===== src/rtl/cdr_pkg.sv =====
package cdr_pkg;

    // Length change applied to the bit period that follows a window decision
    typedef enum logic [1:0] {
        ADJ_NONE  = 2'd0,
        ADJ_SHORT = 2'd1,
        ADJ_LONG  = 2'd2
    } adj_e;

endpackage


===== src/rtl/cdr_insync.sv =====
module cdr_insync #(
    parameter int SYNC_N = 2
) (
    input  logic clk,
    input  logic rst_n,
    input  logic line_in,
    output logic smp,
    output logic edge_seen
);

    typedef struct packed {
        logic [SYNC_N-1:0] sh;
        logic              prev;
    } sy_t;

    sy_t r_q, r_d;

    always_comb begin
        r_d      = r_q;
        r_d.sh   = {r_q.sh[SYNC_N-2:0], line_in};
        r_d.prev = r_q.sh[SYNC_N-1];
    end

    always_ff @(posedge clk or negedge rst_n) begin
        if (!rst_n) r_q <= '0;
        else        r_q <= r_d;
    end

    assign smp       = r_q.sh[SYNC_N-1];
    assign edge_seen = r_q.sh[SYNC_N-1] ^ r_q.prev;

endmodule


===== src/rtl/cdr_edge_hist.sv =====
module cdr_edge_hist #(
    parameter int OVS   = 5,
    parameter int PW    = 3,
    parameter int CNT_W = 4
) (
    input  logic          clk,
    input  logic          rst_n,
    input  logic          edge_seen,
    input  logic [PW-1:0] pos,
    input  logic          win_end,
    output logic [PW-1:0] best_pos,
    output logic          any_edge,
    output logic [PW:0]   bins_used
);

    logic [OVS-1:0][CNT_W-1:0] bin_q, bin_d;
    logic [CNT_W-1:0]          top_c;

    // one saturating counter per timer position; cleared at a window end,
    // where an edge in the same clock opens the new window with a count of 1
    for (genvar g = 0; g < OVS; g++) begin : g_bin
        logic hit;
        assign hit = edge_seen && (pos == PW'(g));
        assign bin_d[g] = win_end ? (hit ? CNT_W'(1) : '0)
                        : ((hit && (bin_q[g] != '1)) ? bin_q[g] + 1'b1 : bin_q[g]);
    end

    always_comb begin
        best_pos  = '0;
        top_c     = '0;
        bins_used = '0;
        for (int i = 0; i < OVS; i++) begin
            if (bin_q[i] > top_c) begin
                top_c    = bin_q[i];
                best_pos = PW'(i);
            end
            if (bin_q[i] != '0) bins_used = bins_used + 1'b1;
        end
    end

    assign any_edge = (top_c != '0);

    always_ff @(posedge clk or negedge rst_n) begin
        if (!rst_n) bin_q <= '0;
        else        bin_q <= bin_d;
    end

    // checker: largest bin found by an independent scan
    logic [CNT_W-1:0] chk_max;
    always_comb begin
        chk_max = '0;
        for (int i = 0; i < OVS; i++)
            if (bin_q[i] >= chk_max) chk_max = bin_q[i];
    end

    assert_best_bin_R5: assert property (@(posedge clk) disable iff (!rst_n)
        (win_end && any_edge) |-> (bin_q[best_pos] == chk_max));

    assert_window_clear_R5: assert property (@(posedge clk) disable iff (!rst_n)
        ($past(win_end) && !$past(edge_seen)) |-> (bin_q == '0));

endmodule


===== src/rtl/cdr_phase_trk.sv =====
module cdr_phase_trk
    import cdr_pkg::*;
#(
    parameter int OVS      = 5,
    parameter int WIN      = 8,
    parameter int IDLE_LIM = 64,
    parameter int PW       = 3,
    parameter int TW       = 3,
    parameter int WW       = 3,
    parameter int IW       = 7
) (
    input  logic          clk,
    input  logic          rst_n,
    input  logic          smp,
    input  logic          edge_seen,
    input  logic [PW-1:0] best_pos,
    input  logic          any_edge,
    input  logic [PW:0]   bins_used,
    output logic [PW-1:0] pos,
    output logic          win_end,
    output logic          bit_out,
    output logic          bit_vld,
    output logic          err
);

    localparam int HALF = OVS / 2;
    localparam int BW   = PW + 1;
    localparam int GW   = TW + 1;

    typedef struct packed {
        logic [TW-1:0] tmr;
        logic [WW-1:0] win;
        logic [IW-1:0] idle;
        logic          spread;
        logic          bitv;
        logic          vld;
        logic          err;
    } trk_t;

    trk_t r_q, r_d;
    adj_e adj;
    logic strobe;

    assign strobe  = (r_q.tmr == '0);
    assign win_end = strobe && (r_q.win == WW'(WIN - 1));
    assign pos     = (r_q.tmr > TW'(OVS - 1)) ? PW'(OVS - 1) : PW'(r_q.tmr);

    always_comb begin
        r_d     = r_q;
        r_d.vld = 1'b0;
        adj     = ADJ_NONE;
        if (win_end && any_edge) begin
            if (best_pos > PW'(HALF))      adj = ADJ_SHORT;
            else if (best_pos < PW'(HALF)) adj = ADJ_LONG;
        end
        if (strobe) begin
            r_d.vld  = 1'b1;
            r_d.bitv = smp;
            r_d.win  = win_end ? '0 : r_q.win + 1'b1;
            case (adj)
                ADJ_SHORT: r_d.tmr = TW'(OVS - 2);
                ADJ_LONG:  r_d.tmr = TW'(OVS);
                default:   r_d.tmr = TW'(OVS - 1);
            endcase
            if (win_end) r_d.spread = (bins_used > BW'(HALF));
        end else begin
            r_d.tmr = r_q.tmr - 1'b1;
        end
        if (edge_seen)
            r_d.idle = '0;
        else if (strobe && (r_q.idle <= IW'(IDLE_LIM)))
            r_d.idle = r_q.idle + 1'b1;
        r_d.err = r_d.spread | (r_d.idle > IW'(IDLE_LIM));
    end

    always_ff @(posedge clk or negedge rst_n) begin
        if (!rst_n) begin
            r_q     <= '0;
            r_q.tmr <= TW'(OVS - 1);
        end else begin
            r_q <= r_d;
        end
    end

    assign bit_out = r_q.bitv;
    assign bit_vld = r_q.vld;
    assign err     = r_q.err;

    // checker: clocks between strobes
    logic [GW-1:0] gap_q;
    logic          seen_q;
    always_ff @(posedge clk or negedge rst_n) begin
        if (!rst_n) begin
            gap_q  <= '0;
            seen_q <= 1'b0;
        end else if (bit_vld) begin
            gap_q  <= '0;
            seen_q <= 1'b1;
        end else if (gap_q != '1) begin
            gap_q  <= gap_q + 1'b1;
        end
    end

    assert_single_strobe_R3: assert property (@(posedge clk) disable iff (!rst_n)
        bit_vld |=> !bit_vld);

    assert_strobe_gap_R3: assert property (@(posedge clk) disable iff (!rst_n)
        (seen_q && bit_vld) |-> ((gap_q >= GW'(OVS - 2)) && (gap_q <= GW'(OVS))));

endmodule


===== src/rtl/cdr_blind_os.sv =====
module cdr_blind_os #(
    parameter int OVS      = 5,
    parameter int WIN      = 8,
    parameter int IDLE_LIM = 64,
    parameter int SYNC_N   = 2
) (
    input  logic clk,
    input  logic rst_n,
    input  logic line_in,
    output logic bit_out,
    output logic bit_vld,
    output logic err
);

    localparam int PW    = $clog2(OVS);
    localparam int TW    = $clog2(OVS + 1);
    localparam int WW    = $clog2(WIN);
    localparam int IW    = $clog2(IDLE_LIM + 2);
    localparam int CNT_W = $clog2(WIN + 1);

    logic          smp, edge_seen, win_end, any_edge;
    logic [PW-1:0] pos, best_pos;
    logic [PW:0]   bins_used;

    cdr_insync #(.SYNC_N(SYNC_N)) u_sync (
        .clk(clk), .rst_n(rst_n), .line_in(line_in),
        .smp(smp), .edge_seen(edge_seen)
    );

    cdr_edge_hist #(.OVS(OVS), .PW(PW), .CNT_W(CNT_W)) u_hist (
        .clk(clk), .rst_n(rst_n), .edge_seen(edge_seen), .pos(pos),
        .win_end(win_end), .best_pos(best_pos), .any_edge(any_edge),
        .bins_used(bins_used)
    );

    cdr_phase_trk #(
        .OVS(OVS), .WIN(WIN), .IDLE_LIM(IDLE_LIM),
        .PW(PW), .TW(TW), .WW(WW), .IW(IW)
    ) u_trk (
        .clk(clk), .rst_n(rst_n), .smp(smp), .edge_seen(edge_seen),
        .best_pos(best_pos), .any_edge(any_edge), .bins_used(bins_used),
        .pos(pos), .win_end(win_end), .bit_out(bit_out),
        .bit_vld(bit_vld), .err(err)
    );

    // checker: a line quiet far beyond the idle limit must show an error
    localparam int QLIM = (IDLE_LIM + 2) * (OVS + 1) + 8;
    logic [31:0] quiet_q;
    logic        lprev_q;
    always_ff @(posedge clk or negedge rst_n) begin
        if (!rst_n) begin
            quiet_q <= '0;
            lprev_q <= 1'b0;
        end else begin
            lprev_q <= line_in;
            if (line_in != lprev_q)   quiet_q <= '0;
            else if (quiet_q != '1)   quiet_q <= quiet_q + 1'b1;
        end
    end

    assert_idle_err_R6: assert property (@(posedge clk) disable iff (!rst_n)
        (quiet_q > 32'(QLIM)) |-> err);

endmodule


===== config.mk =====
export PLATFORM = sky130hd
export DESIGN_NAME = cdr_blind_os
export DESIGN_NICKNAME = d
export VERILOG_FILES = /design/src/rtl/cdr_pkg.sv /design/src/rtl/cdr_insync.sv /design/src/rtl/cdr_edge_hist.sv /design/src/rtl/cdr_phase_trk.sv /design/src/rtl/cdr_blind_os.sv
export SDC_FILE = /design/constraint.sdc
export NUM_CORES = 1
export LEC_CHECK = 0
export BUFFER_PORTS_ARGS = -buffer_cell sky130_fd_sc_hd__buf_2
export CORE_UTILIZATION = 30
export CTS_CLUSTER_DIAMETER = 150
export DETAILED_ROUTE_END_ITERATION = 16
export HOLD_SLACK_MARGIN = 0.06
export PLACE_DENSITY = 0.47
export REMOVE_ABC_BUFFERS = 1
export SYNTH_ARGS = -nofsm -noshare
export SYNTH_HDL_FRONTEND = slang
export SYNTH_HIERARCHICAL = 1
export SYNTH_SLANG_ARGS = --single-unit

===== constraint.sdc =====
create_clock -name clk -period 12.5 [get_ports clk]
set_input_delay 0.625 -clock clk [delete_from_list [all_inputs] [get_ports clk]]
set_output_delay 0.625 -clock clk [all_outputs]
set_load 0.05 [all_outputs]

Yosys cells after proc, flatten, opt, wreduce, memory -nomap -nowiden
Cells that the tools add are included.

word-level totals
  register bits after elaboration = 40
  bits in latches = 0
  memory bits (writable) = 0
  bits in read-only memories = 0
  output and inout bits = 3
  logic and storage cells = 117
  memories kept = 0

cells by class
  add/sub/neg operators = 12
  $mul = 0
  div/mod/pow operators = 0
  magnitude comparators = 11
  eq/ne operators = 12
  shifts and indexed selects = 0
  multiplexer cells = 40
  bitwise gates (word level) = 2
  reduce and logical (&&, ||, !) cells = 26

operators with widths
  cell                   number
  $mux W4                19
  $add A4 B1 Y4 const B  8
  $reduce_bool A4 Y1     6
  $ne A4 B4 Y1 const B   5
  $gt A4 B4 Y1           4
  $mux W3                5
  $mux W7                2
  $logic_and A1 B1 Y1    13
  $mux W2                5
  $reduce_bool A2 Y1     5
  $mux W1                8
  $add A7 B1 Y7 const B  1
  $gt A7 B7 Y1 const B   1
  $le A7 B7 Y1 const B   1
  $eq A3 B2 Y1 const B   2
  $eq A3 B3 Y1 const B   2
  $logic_not A3 Y1       2
  $pmux W3 S2            1
  $gt A4 B1 Y1 const B   1
  $gt A4 B2 Y1 const B   1
  $add A3 B1 Y3 const B  1
  $eq A3 B1 Y1 const B   1
  $gt A3 B2 Y1 const B   1
  $gt A3 B3 Y1 const B   1
  7 further kinds        7

Longest topological paths before layout
  depth after elaboration = 17
  depth in mapped cells = 40
  gate-level depth less buffers = 40

Cells and area by module
The synthesis kept the hierarchy.

by module, submodules not included
  module         times used  cells each  area each (µm²)  seq. area each (µm²)
  cdr_edge_hist  1           241         2005.7           500.5
  cdr_phase_trk  1           107         988.4            426.7
  cdr_insync     1           4           83.8             75.1

Worst setup path after synthesis
Ideal clock, no wire load.

  kind = register to register
  start point = register u_hist/bin_q[1] (netlist bit)
  end point = register u_trk/r_q[16] (netlist bit)
  setup time = 0.073 ns
  arrival = 6.545 ns
  required time = 12.427 ns
  path slack = 5.882 ns
  cell stages (with the launch flop) = 40
  clock period less this slack = 6.618 ns
  path through = dfrtp_1 inv_1 ha_1 nand3_1 inv_1 nor2_1 ha_1 and2b_1 o211ai_2 a21oi_2 nand2_1 o21ai_0 inv_1 ha_1 inv_1 a2111oi_2 a31oi_1 a311oi_4 [4 not listed] a21o_1 a31o_1 nor3_2 mux2i_1 ha_1 o21ai_0 nand2b_1 a21oi_1 a41o_1 inv_1 and4_1 a31oi_2 nand2_1 or3_1 ha_1 nor2_1 a211oi_1 a21oi_1

RTL lines
  element                   line                 RTL
  start: declaration        cdr_edge_hist.sv:16  logic [OVS-1:0][CNT_W-1:0] bin_q, bin_d;
  start signal: assignment  cdr_edge_hist.sv:45  else bin_q <= bin_d;
  end signal: assignment    cdr_phase_trk.sv:81  r_q <= r_d;
  end: declaration          cdr_phase_trk.sv:40  trk_t r_q, r_d;

==> metrics <==
outcome=complete, no violations; CP most frequent cell=ha_1; IO buf count=5; area of the multi-input gates=0.00192 mm²; Mean Syn Cell Area=8.74 µm²; num rows=36; initial antenna violation count=0; Design Power=0.843 mW; Max Clock Freq=0.133 GHz; fraction of layout cells with a size suffix above 1=9.75%; Crit path largest cell delay=0.40 ns; register area=0.00100 mm²; slew at the pin closest to its max-slew limit=0.925 ns; core area=0.00986 mm²; area share of the largest cell type after synthesis=31.7%; synth top area cells=dfrtp_1 32%, ha_1 14%, nand2_1 5.0%, nor2_1 4.4%, a21oi_1 3.9%; critical path startpoint category=flop; Final Skew=0.00929 ns; PostCTS Resize Cnt=0; Slew Limit Fails=0; iteration-0 DRC count of the detailed router=65; DR vias/cell=4.99; Top Ports=6; # Post-CTS Setup Buffers=0; Routability Congestion=0.796; # hold bufs at CTS=0; Slew headroom=38.4%; Netlist cell types=61; die width=103 µm; routed vias=2455; Layout area overhead=9.76%; CTS Root Cell=clkbuf_8; Hold WS=0.353 ns; CP arrival=7.74 ns; Setup crit end kind=flop; DRT Pass-1 Iters=4; final setup vio count=0; CP required=12.73 ns; Crit Path Category=reg2reg; chip height=103 µm; clk slew on worst S/H paths=0.09 ns; static leakage=1.60 nW; Num CTS Buffers=5; Critical-path top delay cell=dfrtp_1; # diodes=0; total grt overflow=0; sequential area share after synthesis=32.6%; GRT Total Usage=13.4%; starting utilization of the core area=31.2%; final hold violation count=0; VDD IR max=0.0878 mV; wire per inst=13.3 µm; Setup Total Neg Slack=0 ns; post-route DRC violation count=0; CTS Sinks=40; hpwl dp=4880 µm; CP max FO=5; first-pass GRT wire length=11100 µm; Worst Hold Class=reg2reg; final wirelength=6540 µm; worst skew pair latency=0.29 ns; Filler cells=1018; YS warnings=6; RSZ-0062 raised after global routing=no; CTS tree=done; post-route clock period utilization=60.1%; Post-Syn Instances=352; Pwr Density=250 mW/mm²; max-cap viol count=0; # H-tree levels=2; largest net degree at the start of global routing=41; Final ANT Viol Nets=0; Final Net Count=396; Synth Register Bits=40; Crit path buffers/inverters=5; async set-reset flop share out of synthesis=100%; Main synth FF type=dfrtp_1; Yosys top cell by area=dfrtp_1; delay-heaviest family, CP=compound AO/OA/AOI/OAI gates; crit path time final=7.51 ns; Clock Tree Buf Depth=2; number of synthesized flops with an enable pin=0; vias in the first global route=2348; die area=0.0107 mm²; Synth Cell Area=0.00308 mm²
## path summary, 6_finish.rpt
| kind | endpoint | slack [ns] | start | cells past startpoint |
|---|---|---|---|---|
| max reg2reg | u_trk/r_q[16] | 4.99 | u_hist/bin_q[1] | 39 |
| min | u_sync/smp | 0.35 | u_sync/r_d[2] | 0 |
| min reg2reg | u_sync/smp | 0.35 | u_sync/r_d[2] | 0 |
| max in group asynchronous | u_trk/r_q[14] | 11.46 | rst_n | 1 |
| min in group asynchronous | u_trk/r_q[8] | 0.47 | rst_n | 1 |
| max | u_trk/r_q[16] | 4.99 | u_hist/bin_q[1] | 39 |
## final cells by class
| cell class | instances | share of cell area [%] |
|---|---|---|
| clock inverter | 2 | 1.78 |
| inverter | 32 | 3.56 |
| sequential | 40 | 29.7 |
| multi-input combinational | 273 | 57.0 |
| clock buffer | 6 | 2.15 |
| tap | 133 | 4.93 |
| timing repair buffer | 6 | 0.963 |
## synthesized netlist by cell type (3+ instances only)
master	instances
nand2_1	41
nand4_1	3
a31oi_1	3
or3_1	5
a21o_1	3
ha_1	35
xnor2_1	8
a211oi_1	5
inv_1	30
nor4_1	3
nor3_1	5
o211ai_1	5
nor2_1	36
xor2_1	5
and3_1	5
mux2i_1	10
o21ai_0	13
nor2b_1	5
nand3_1	11
dfrtp_1	39
nand3b_1	6
clkbuf_1	5
a21oi_1	24
## layer usage
layer  routed length [µm]  part of all wire [%]  track usage [%]  vias to the layer above
li1                     -                     -                -                     1256
met1                 3190                    49             17.6                     1172
met2                 3150                    48             22.8                       21
met3                  133                   2.0             2.22                        6
met4                   67                   1.0             3.58                        0
met5                    0                     0                0                        -
## through the flow
stage / cell area [µm²] / util (%) / setup WS, ns / std cells
floorplan: 3050 / - / 5.87 / 345
global placement: 3250 / 32.9 / 5.28 / 484
detailed placement: 3250 / 32.9 / 4.99 / 484
CTS: 3380 / 34.2 / 4.97 / 492
global route: 3380 / 34.2 / 4.38 / 492
finish: 3380 / 34.2 / 4.99 / 492
## logic make-up after synthesis
group                      count (synthesis)  share of synthesized area [%]
xor gates and xnor gates                  13                           3.70
AOI/OAI and AO/OA                         76                           17.6
and+or+nand+nor                          135                           22.0
buffers and inverters                     39                           4.92
adders and majority gates                 36                           14.6
muxes                                     13                           4.59
DFF                                       40                           32.6
## layout by cell type (no fill, tap or decap), types with 2 or more instances in the layout
cell       synthesis  final
a21o_1             3      3
mux2i_1           10     10
inv_2              2      2
nor3_1             5      5
o2111a_1           2      2
o211ai_1           5      5
nand3b_1           6      6
and4_1             2      2
inv_1             30     30
a21oi_1           24     24
clkbuf_8           0      5
nand2b_1           2      2
nand2_1           41     41
a41o_1             2      2
nor4_2             2      2
dfrtp_1           39     39
xnor2_1            8      8
nor4_1             3      3
o21ai_0           13     13
or3_1              5      5
mux2_4             2      2
o21ai_1            2      2
and2b_1            2      2
a211oi_1           5      5
nand3_1           11     11
ha_1              35     35
a31oi_1            3      3
buf_2              1      5
bufinv_16          0      2
nor2b_1            5      5
xor2_1             5      5
and3_1             5      5
nand4_1            3      3
nor2_1            36     36
## power by group
| part | internal [mW] | switching, mW | total, mW |
|---|---|---|---|
| clock | 0.0799 | 0.0471 | 0.127 |
| combinational | 0.224 | 0.297 | 0.521 |
| sequential | 0.163 | 0.0319 | 0.195 |
## state kept, by name, indices dropped and copies added (netlist names)
signal	cells
u_hist/bin_q	20
u_trk/r_q	14
u_sync/r_d	1
u_sync/r_q	1
u_sync/smp	1
u_trk/bit_out	1
u_trk/bit_vld	1
u_trk/err	1
## worst register-to-register path, delay by kind of cell (launching register included)
kind | cells | cell delay [ns]
adder cells (fa/ha/maj) | 6 | 1.52
buffers and inverters | 5 | 0.48
AND/OR/NAND/NOR | 10 | 1.57
multiplexers | 2 | 0.66
flip-flops | 1 | 0.40
AO/OA/AOI/OAI | 16 | 2.83
Note: power is estimated with default switching activity, not from simulation.
